--- src/rtl/tcd_pkg.sv ---
// Shared constants and types for the test-mode reference divider.
// Assumes the frequency-select code is latched elsewhere and stays static.
package tcd_pkg;
    localparam int FSEL_W = 3;
    localparam logic [FSEL_W-1:0] TEST_CODE = 3'b110;

    // The three divided versions of the reference clock.
    typedef struct packed {
        logic by2;
        logic by3;
        logic by4;
    } div_clks_t;
endpackage

--- src/rtl/tcd_divider.sv ---
// Divides clk by N with a 50% duty cycle.
// Even N: a rising-edge counter whose lower half drives the output.
// Odd N: that same decode ORed with a copy taken on the falling edge.
// Assumes a synchronous active-low reset, which parks the count at its last
// state, so the output goes high on the first rising edge after release.
module tcd_divider #(
    parameter int N = 3
) (
    input  logic clk,
    input  logic rst_n,
    output logic div_o
);
    localparam int CW   = (N > 2) ? $clog2(N) : 1;
    localparam int HALF = N / 2;
    localparam logic [CW-1:0] LAST = CW'(N - 1);

    logic [CW-1:0] cnt;
    logic          pos_hi;

    // Count 0..N-1 on the rising edge; reset parks the count at the last state.
    always_ff @(posedge clk) begin
        if (!rst_n)
            cnt <= LAST;
        else
            cnt <= (cnt == LAST) ? '0 : cnt + 1'b1;
    end

    // High for the first HALF states of the period.
    always_comb pos_hi = (cnt < CW'(HALF));

    generate
        if (N % 2 == 1) begin : g_odd
            logic neg_hi;

            // Delay the decode by half a cycle to stretch the high time.
            always_ff @(negedge clk) begin
                if (!rst_n)
                    neg_hi <= 1'b0;
                else
                    neg_hi <= pos_hi;
            end

            // Combine the two phases into a 50% duty output.
            always_comb div_o = pos_hi | neg_hi;

            // the falling-edge copy trails the rising-edge decode by half a cycle.
            assert_half_lag_R6: assert property (@(posedge clk) disable iff (!rst_n)
                neg_hi == pos_hi);
        end else begin : g_even
            // An even ratio needs only the count decode.
            always_comb div_o = pos_hi;
        end
    endgenerate

    // the count never leaves its range.
    assert_cnt_range_R6: assert property (@(posedge clk) disable iff (!rst_n)
        cnt <= LAST);

    // a reset cycle leaves the divided output low.
    assert_reset_low_R7: assert property (@(posedge clk)
        !rst_n |=> (div_o == 1'b0));
endmodule

--- src/rtl/tcd_outmux.sv ---
// Chooses, for each output, the test-derived clock or the normal clock.
// Assumes test_on and bsel are static after power-on, so no glitch-free
// switchover is provided.
module tcd_outmux
    import tcd_pkg::*;
(
    input  logic      test_on,
    input  logic      bsel,
    input  logic      ref_clk,
    input  div_clks_t divs,
    input  logic      norm_ref,
    input  logic      norm_apic,
    input  logic      norm_cpu,
    input  logic      norm_mem,
    input  logic      norm_usb48,
    input  logic      norm_fix24,
    input  logic      norm_bus,
    output logic      ref_out,
    output logic      apic_out,
    output logic      cpu_out,
    output logic      mem_out,
    output logic      usb48_out,
    output logic      fix24_out,
    output logic      bus_out
);
    logic bus_test;

    // The bus ratio in test mode follows the bus-select bit.
    always_comb bus_test = bsel ? divs.by4 : divs.by3;

    // Per-output source selection.
    always_comb begin
        ref_out   = test_on ? ref_clk   : norm_ref;
        apic_out  = test_on ? ref_clk   : norm_apic;
        cpu_out   = test_on ? divs.by2  : norm_cpu;
        mem_out   = test_on ? divs.by2  : norm_mem;
        usb48_out = test_on ? divs.by2  : norm_usb48;
        fix24_out = test_on ? divs.by4  : norm_fix24;
        bus_out   = test_on ? bus_test  : norm_bus;
    end
endmodule

--- src/rtl/tmode_ref_divider.sv ---
// Top of the test-mode reference divider. Decodes test mode from the latched
// select code, runs the three dividers from the reference and selects the
// outputs. Assumes fsel and bsel come from power-on latches and do not change
// while the outputs are in use.
module tmode_ref_divider
    import tcd_pkg::*;
#(
    parameter int DIV_FAST = 2,
    parameter int DIV_ODD  = 3,
    parameter int DIV_SLOW = 4
) (
    input  logic              ref_clk,
    input  logic              rst_n,
    input  logic [FSEL_W-1:0] fsel,
    input  logic              bsel,
    input  logic              norm_ref,
    input  logic              norm_apic,
    input  logic              norm_cpu,
    input  logic              norm_mem,
    input  logic              norm_usb48,
    input  logic              norm_fix24,
    input  logic              norm_bus,
    output logic              ref_out,
    output logic              apic_out,
    output logic              cpu_out,
    output logic              mem_out,
    output logic              usb48_out,
    output logic              fix24_out,
    output logic              bus_out
);
    localparam int NDIV = 3;
    localparam int RATIOS [NDIV] = '{DIV_FAST, DIV_ODD, DIV_SLOW};

    logic            test_on;
    logic [NDIV-1:0] div_vec;
    div_clks_t       divs;

    // Test mode is one fixed select code.
    always_comb test_on = (fsel == TEST_CODE);

    // One divider per ratio, all reset to the same phase.
    generate
        for (genvar i = 0; i < NDIV; i++) begin : g_div
            tcd_divider #(.N(RATIOS[i])) u_div (
                .clk   (ref_clk),
                .rst_n (rst_n),
                .div_o (div_vec[i])
            );
        end
    endgenerate

    // Name the divided clocks.
    always_comb begin
        divs.by2 = div_vec[0];
        divs.by3 = div_vec[1];
        divs.by4 = div_vec[2];
    end

    tcd_outmux u_mux (
        .test_on    (test_on),
        .bsel       (bsel),
        .ref_clk    (ref_clk),
        .divs       (divs),
        .norm_ref   (norm_ref),
        .norm_apic  (norm_apic),
        .norm_cpu   (norm_cpu),
        .norm_mem   (norm_mem),
        .norm_usb48 (norm_usb48),
        .norm_fix24 (norm_fix24),
        .norm_bus   (norm_bus),
        .ref_out    (ref_out),
        .apic_out   (apic_out),
        .cpu_out    (cpu_out),
        .mem_out    (mem_out),
        .usb48_out  (usb48_out),
        .fix24_out  (fix24_out),
        .bus_out    (bus_out)
    );

    // the processor and memory outputs share one clock in test mode.
    assert_cpu_mem_R3: assert property (@(posedge ref_clk) disable iff (!rst_n)
        test_on |-> (cpu_out == mem_out));

    // the 48 MHz output matches the processor output in test mode.
    assert_usb_cpu_R4: assert property (@(posedge ref_clk) disable iff (!rst_n)
        test_on |-> (usb48_out == cpu_out));

    // with bsel high, the bus and 24 MHz outputs share the divide-by-4 clock.
    assert_bus_slow_R5: assert property (@(posedge ref_clk) disable iff (!rst_n)
        (test_on && bsel) |-> (bus_out == fix24_out));
endmodule

--- config.mk ---
export PLATFORM = sky130hd
export DESIGN_NAME = tmode_ref_divider
export DESIGN_NICKNAME = d
export VERILOG_FILES = /design/src/rtl/tcd_pkg.sv /design/src/rtl/tcd_divider.sv /design/src/rtl/tcd_outmux.sv /design/src/rtl/tmode_ref_divider.sv
export SDC_FILE = /design/constraint.sdc
export NUM_CORES = 1
export LEC_CHECK = 0
export BUFFER_PORTS_ARGS = -buffer_cell sky130_fd_sc_hd__clkbuf_2
export CORE_AREA = 2 2 39 41
export CTS_CLUSTER_SIZE = 12
export DETAILED_ROUTE_END_ITERATION = 10
export DIE_AREA = 0 0 41 43
export PLACE_DENSITY = 0.51
export SLEW_MARGIN = 20
export SYNTH_ARGS = -nofsm -noshare
export SYNTH_HDL_FRONTEND = slang
export SYNTH_SLANG_ARGS = --single-unit
export TNS_END_PERCENT = 10
--- constraint.sdc ---
create_clock -name ref_clk -period 1.8 [get_ports ref_clk]
set_clock_uncertainty 0.15 [all_clocks]
set_input_delay 0.09 -clock ref_clk [delete_from_list [all_inputs] [get_ports ref_clk]]
set_output_delay 0.09 -clock ref_clk [all_outputs]
set_load 0.02 [all_outputs]
# After elaboration in Yosys (flattened, before gate mapping)
# Index checks and enable logic that the tools add are counted.
[totals]
reg_bits = 6
inputBits = 13
out_inout_bits = 7
elab_cells = 28
[op_classes]
addsub = 3
n_lt_le_gt_ge = 3
eq_ne = 3
mux = 11
bitwise = 2
n_reduce_logical = 1
[op_table]
columns = ["op", "n"]
rows = [
  ["1-bit 2-to-1 mux", 9],
  ["2-bit by 1-bit adder with 2-bit output, second input constant", 2],
  ["2-bit equality test, second input constant", 2],
  ["2-bit 2-to-1 mux", 2],
  ["3-bit equality test, second input constant", 1],
  ["2-bit by 1-bit less-than comparator with 1-bit output, second input constant", 1],
  ["2-bit less-than comparator, second input constant", 1],
  ["2-bit OR reduction", 1],
  ["1-bit adder, second input constant", 1],
  ["1-bit less-than comparator, second input constant", 1],
  ["1-bit NOT", 1],
  ["1-bit OR", 1],
]

# Logic depth before layout (Yosys ltp)
# Gate-level depths: netlist (run 1).
[depth]
word_depth = 4
depth_mapped = 4
depth_no_buf = 3

# Modules after synthesis
# Synthesis (run 1) repeated with hierarchy kept, for this count alone.
[hier_totals]
hier_cells = 36
hier_area_um2 = 295.3
[modules_own_cells]
columns = ["module", "n_inst", "cells_each", "area_each_um2", "seq_area_each_um2"]
rows = [
  ["tcd_outmux", 1, 17, 96.3, 0.0],
  ["tcd_divider (g_div[1].u_div)", 1, 9, 95.1, 60.1],
  ["tcd_divider (g_div[2].u_div)", 1, 6, 67.6, 40.0],
  ["tcd_divider (g_div[0].u_div)", 1, 3, 27.5, 20.0],
  ["tmode_ref_divider", 1, 1, 8.8, 0.0],
]

==> impl_results.md, run 1 <==
- Reg-to-reg startpoint: g_div[1].u_div.cnt[0]
- Yosys warns: 0
- Flops & latches, synth: 6
- Wirelength per Cell: 7.947 um
- Worst-Skew Late Latency: 260 ps
- NumNets Final: 74
- Inserted Clock Buffers: 3
- First-pass GRT wire length: 986 um
- Via/cell ratio: 3.947
- Hold Startpoint: g_div[1].u_div.cnt[1]
- CORE AREA: 1384 um^2
- First drt pass iteration count: 2
- Synth top area share: 41.20%
- Flop pwr share: 35.7%
- Combinational fraction of design power: 16.7%
- I/O pin count: 20
- Endpoints failing setup: 1
- Sequential fraction of the synthesis area: 41.20%
- Maximum buffer depth of the clock tree: 2
- Routability Congestion: 0.6639
- Synth Cell Area: 291.5 um^2
- Starting Density: 21.07%
- Netlist cell types: 13
- Worst Setup End Kind: output port
- Mux cell area share after synthesis: 0%
- Status: finished with violations
- Worst Max-Slew Pin Slew: 202.4 ps
- Gr ovfl total: 0
- Reg clk slew, reported paths: 60 ps
- Dpl hpwl: 455.5 um
- Post-CTS setup buffers: 0
- ANT nets after route: 0
- 1st-iter DRT viols: 1
- Sw power: 0.0001475 W
- R2r setup slk: 120 ps
- Die area: 1763 um^2
- Core Util, Final: 32.82%
- Syn Inst Count: 34
- Dpl cells: 68
- Largest area contributor in the netlist: dfxtp_1
- Violations in the final reports: negative setup slack
- Net Count, Synth: 48
- Largest cells by area after synthesis: dfxtp_1 41%, nand2_1 12%, o21ai_2 9.0%, nand3b_4 6.9%, o21ai_0 5.2%
- DR vias: 296
- Largest family of logic cells by synthesized area: simple AND/OR/NAND/NOR gates
- Share of cells above drive strength 1: 47.46%
- Drt total wl: 596 um
- H-tree lvl count: 1
- RSZ-0062 raised after global routing: yes
- Clock network power share: 47.6%
- Top_reg_cell synth: dfxtp_1
- Antenna diodes: 0
- Compound-Gate Fraction of Synth Area: 21.89%
- Switching Share: 34.42%
- Min Hold Slack: 288.8 ps
- CP required: 1560 ps
- Finished Layout Cells: 75
- Std-Cell Rows: 14
- VDD IR-drop max: 0.3470 mV
- Initial antenna violation count: 0
- Number of synthesized flops with an enable pin: 0
- CTS tree: built
- Post-synth ARST share: 0%
- DR DRC count: 0
- Worst-path fanout max: 1
- Worst hold endpoint: g_div[1].u_div.cnt[1]
- Final slew viol count: 0
- Die height: 43 um
- Layout area overhead: 55.79%
- Largest net degree at the start of global routing: 15
- Via count of the first global-routing pass: 288
- Final hold vios: 0
- Final WS setup: -406.8 ps
- Leak pwr: 0.2508 nW
- Int Pwr: 0.0002810 W
- Post-Synth XOR/XNOR Area: 0%
- Buffers on Ports: 19
- Most frequent cell after synthesis: nand2_1
- Cell count of the worst hold path: 1
- Crit path kind: flip-flop to output port
- Die W: 41 um
- Max_cap viols: 0
- CP Launch Type: flip-flop
- CP arrival: 1970 ps
- Hold Crit Class: flip-flop to flip-flop
- Avg Cell Area, Syn: 8.574 um^2
- GRT Total Usage: 8.652%
- Clk root buf: clkbuf_4
- PD cells: 943.6 nW/um^2
- Worst r2r dst: g_div[1].u_div.g_odd.neg_hi
- Simple-gate share of the synthesized area: 26.18%
- Synth Area in Adders: 4.292%
- Reg2Reg Depth: 2
- Max_slew headroom: 86.43%
- Post-synth top cells: 9 x nand2_1, 6 x dfxtp_1, 3 x o21ai_0, 3 x o21ai_1, 3 x o21ai_2
==> final cells by class <==
type | instances | area (um^2)
Clock buffer | 6 | 36.28
Clock inverter | 3 | 11.26
Fill cell | 147 | 929.6
Inverter | 1 | 3.754
Multi-Input combinational cell | 25 | 161.4
Sequential cell | 6 | 120.1
Tap cell | 16 | 20.02
Timing Repair Buffer | 18 | 101.3
==> logic make-up (layout without fill, tap and decap cells) <==
family	Yosys count	in the layout
compound gates	10	10
fa+ha+maj	1	1
flops	6	6
buf+inv	3	28
simple gates	14	14
==> metrics by stage <==
step / area (um^2) / setup slack (ps) / power, W / TNS (ps)
floorplan: 300.3 / 10.64 / 0.0002317 / 0
global placement: 404.1 / -83.52 / 0.0002622 / -83.52
detailed placement: 404.1 / -91.15 / 0.0002629 / -91.15
CTS: 447.9 / -429.8 / 0.0004334 / -429.8
global route: 454.2 / -451.5 / 0.0004732 / -451.5
finish: 454.2 / -406.8 / 0.0004286 / -406.8
==> how the worst max path moves through the flow <==
stage / startpoint / endpoint / slack, ps / cells past startpoint
6_report: g_div[1].u_div.g_odd.neg_hi / bus_out / -410 / 3
5_1_grt: g_div[1].u_div.g_odd.neg_hi / bus_out / -450 / 3
4_1_cts: g_div[1].u_div.g_odd.neg_hi / bus_out / -430 / 3
3_5_place_dp: g_div[1].u_div.g_odd.neg_hi / bus_out / -90 / 3
3_3_place_gp: g_div[1].u_div.g_odd.neg_hi / bus_out / -80 / 3
2_1_floorplan: g_div[1].u_div.g_odd.neg_hi / bus_out / 10 / 2
==> layer usage <==
layer,GRT usage (%),vias up,share of wire (%)
met5,0,-,0
met4,8.000,0,0
met3,5.759,0,9.4
met2,11.25,10,49
met1,8.738,123,42
li1,-,163,-
==> cell usage in the layout (no fill, tap or decap), drive strengths merged <==
cell and instances:
nand3b 1, inv 4, o31ai 1, dfxtp 6
ha 1, nor2 1, nand2 9, clkbuf 22
o21ai 9, nand2b 1, and2 2, dlygate4sd3 1
buf 1
==> critical path, stage by stage (launching register included) <==
cell     delay [ps]
dfxtp_1         290
o31ai_2         250
o21ai_2          70
buf_6           130
==> power groups by stage <==
| stage | logic (W) | registers, W | clock network (W) |
|---|---|---|---|
| finish | 0.0000715 | 0.000153 | 0.000204 |
| global route | 0.0000825 | 0.000155 | 0.000236 |
| CTS | 0.0000703 | 0.000153 | 0.000210 |
| detailed placement | 0.0000678 | 0.000156 | 0.0000391 |
| global placement | 0.0000673 | 0.000156 | 0.0000391 |
| floorplan | 0.0000436 | 0.000154 | 0.0000337 |
==> registers in the layout (all words and copies together), names as in the netlist <==
register / flops
g_div.u_div.g_odd.neg_hi: 1
g_div.u_div.cnt: 5
==> repair_timing <==
item                       CTS  global route
cloned                       0             0
gates resized for setup      0             3
hold endpoints to repair     5             0
hold buffers                 1             0
pin swaps                    0             2
setup endpoints to repair    1             1
Power figures use the tool's default switching activity.
==> run 2: changes to the inputs <==
--- a/config.mk
+++ b/config.mk
@@ -10,7 +10,6 @@
 export CTS_CLUSTER_SIZE = 12
 export DETAILED_ROUTE_END_ITERATION = 10
 export DIE_AREA = 0 0 41 43
-export PLACE_DENSITY = 0.51
 export SLEW_MARGIN = 20
 export SYNTH_ARGS = -nofsm -noshare
 export SYNTH_HDL_FRONTEND = slang
==> constraint.sdc (replaced) <==
create_clock -name ref_clk -period 2.6 [get_ports ref_clk]
set_clock_uncertainty 0.15 [all_clocks]
set_input_delay 0.13 -clock ref_clk [delete_from_list [all_inputs] [get_ports ref_clk]]
set_output_delay 0.13 -clock ref_clk [all_outputs]
set_load 0.02 [all_outputs]
==> impl_results.md, run 2 (synthesis results as in run 1) <==
- Status: finished with violations (unchanged)
- Violations in the final reports: negative setup slack (unchanged)
- Critical-path cell list: o31ai_1, o21ai_1, buf_4 (was o31ai_2, o21ai_2, buf_6)
- Inserted Clock Buffers: 3 (unchanged)
- CP arrival: 2370 ps (was 1970 ps)
- Endpoints failing setup: 1 (unchanged)
- Max_cap viols: 0 (unchanged)
- Largest registers: g_div.u_div.cnt (5), g_div.u_div.g_odd.neg_hi (1) (unchanged)
- Commonest non-fill, non-tap cells in the layout: 18 x clkbuf_2, 9 x nand2_1, 6 x dfxtp_1 (unchanged)
- Worst hold endpoint: g_div[1].u_div.cnt[1] (unchanged)
- Core Util, Final: 31.92% (was 32.82%)
- Via/cell ratio: 3.840 (was 3.947)
- First drt pass iteration count: 1 (was 2)
- Final hold vios: 0 (unchanged)
- Final slew viol count: 0 (unchanged)
- Hold Crit Class: flip-flop to flip-flop (unchanged)
- FILL cells: 147 (unchanged)
- Routability Congestion: 0.6489 (was 0.6639)
- CP Launch Type: flip-flop (unchanged)
- Setup TNS: -46.09 ps (was -406.8 ps)
- Worst Setup End Kind: output port (unchanged)
- Reg clk slew, reported paths: 50 ps (was 60 ps)
- Reg2Reg Depth: 2 (unchanged)
- Slowest Stage Delay on Critical Path: 300 ps (was 290 ps)
- PD cells: 646.2 nW/um^2 (was 943.6 nW/um^2)
- Leak pwr: 0.2473 nW (was 0.2508 nW)
- GRT Total Usage: 8.384% (was 8.652%)
- Wirelength per Cell: 7.867 um (was 7.947 um)
- CORE AREA: 1384 um^2 (unchanged)
- I/O pin count: 20 (unchanged)
- Die height: 43 um (unchanged)
- Die W: 41 um (unchanged)
- First-pass GRT wire length: 972 um (was 986 um)
- Gr ovfl total: 0 (unchanged)
- Layout area overhead: 51.50% (was 55.79%)
- DR DRC count: 0 (unchanged)
- Slowest cell on crit path: dfxtp_1 (unchanged)
- Dpl hpwl: 474.8 um (was 455.5 um)
- Cell count of the worst hold path: 1 (unchanged)
- NumNets Final: 74 (unchanged)
- R2r setup slk: 520 ps (was 120 ps)
- RSZ-0062 raised after global routing: yes (unchanged)
- Starting Density: 21.07% (unchanged)
- H-tree lvl count: 1 (unchanged)
- Reg-to-reg startpoint: g_div[1].u_div.cnt[0] (unchanged)
- Worst-path fanout max: 1 (unchanged)
- VDD IR-drop max: 0.3416 mV (was 0.3470 mV)
- Hold Startpoint: g_div[1].u_div.cnt[1] (unchanged)
- Max_slew headroom: 86.92% (was 86.43%)
- Antenna diodes: 0 (unchanged)
- Final WS setup: -46.09 ps (was -406.8 ps)
- 1st-iter DRT viols: 0 (was 1)
- Std-Cell Rows: 14 (unchanged)
- Via count of the first global-routing pass: 260 (was 288)
- Buffers on Ports: 19 (unchanged)
- CP required: 2320 ps (was 1560 ps)
- Worst-Skew Late Latency: 240 ps (was 260 ps)
- Largest register FFs: 5 (unchanged)
- Maximum buffer depth of the clock tree: 2 (unchanged)
- Drt total wl: 590 um (was 596 um)
- Worst Max-Slew Pin Slew: 194.6 ps (was 202.4 ps)
- Crit path kind: flip-flop to output port (unchanged)
- Clk root buf: clkbuf_4 (unchanged)
- Largest net degree at the start of global routing: 15 (unchanged)
- ANT nets after route: 0 (unchanged)
- Initial antenna violation count: 0 (unchanged)
- Commonest non-fill, non-tap cell in the layout: clkbuf_2 (unchanged)
- CTS tree: built (unchanged)
- Share of cells above drive strength 1: 44.07% (was 47.46%)
- Worst r2r dst: g_div[1].u_div.g_odd.neg_hi (unchanged)
- Die area: 1763 um^2 (unchanged)
- Most flop-heavy register: g_div.u_div.cnt (unchanged)
- DR vias: 288 (was 296)
[run 2: changes by cell type in the layout (fill, tap and decap cells not counted)]
cell,before,now
buf_6,1,0
o21ai_1,3,4
o21ai_2,4,3
o31ai_1,0,1
buf_4,0,1
o31ai_2,1,0
[run 2: worst max path at each step]
stage / cells after the start / end / start / slack, ps
after global placement: 3 / bus_out / g_div[1].u_div.g_odd.neg_hi / 290
after detailed placement: 3 / bus_out / g_div[1].u_div.g_odd.neg_hi / 260
after floorplan: 2 / bus_out / g_div[1].u_div.g_odd.neg_hi / 190
final: 3 / bus_out / g_div[1].u_div.g_odd.neg_hi / -50
after CTS: 3 / bus_out / g_div[1].u_div.g_odd.neg_hi / -70
after global routing: 3 / bus_out / g_div[1].u_div.g_odd.neg_hi / -100
[run 2: metal layers]
metal  wire [um]  GRT usage [%]  up-vias
li1            -              -      166
met1         291          9.836      111
met2         262          10.31       11
met3          35          8.377        0
met4           0          2.667        0
met5           0              0        -
[run 2: per-stage QoR]
stage / cell area [um^2] / worst slack [ps] / instances / power [W] / hold slack (ps)
after CTS: 441.7 / -68.41 / 75 / 0.0002931 / 290.2
after global placement: 395.4 / 285.0 / 68 / 0.0001783 / 191.5
final: 441.7 / -46.09 / 75 / 0.0002854 / 287.2
after global routing: 441.7 / -95.83 / 75 / 0.0003138 / 302.2
after detailed placement: 395.4 / 256.0 / 68 / 0.0001795 / 199.5
after floorplan: 291.5 / 192.1 / 34 / 0.0001577 / 41.94
[run 2: cell type report]
cell class	instances	area (um^2)	area share (%)
clock buffer	6	36.28	8.215
clock inverter	3	11.26	2.550
inverter	1	3.754	0.8499
multi-input combinational	25	152.6	34.56
sequential	6	120.1	27.20
tap	16	20.02	4.533
timing repair buffer	18	97.59	22.10
[run 2: worst max-delay path, delay by kind of cell, from the launching register on]
family,cells,cell delay (ps)
AOI/OAI and AO/OA,2,300
buffers and inverters,1,160
DFF,1,300
[run 2: timing repair]
item | CTS | global route
setup endpoints to repair | 1 | 1
hold endpoints to repair | 4 | 0
hold buffers | 1 | 0
buffers inserted | 0 | 0
gates resized for setup | 2 | 1
pin swaps | 1 | 0
[run 2: power breakdown]
group	internal, W	switching [W]	leakage [nW]
logic	0.0000222	0.0000241	0.154
clock network	0.0000698	0.0000633	0.0430
registers	0.000100	0.00000568	0.0502
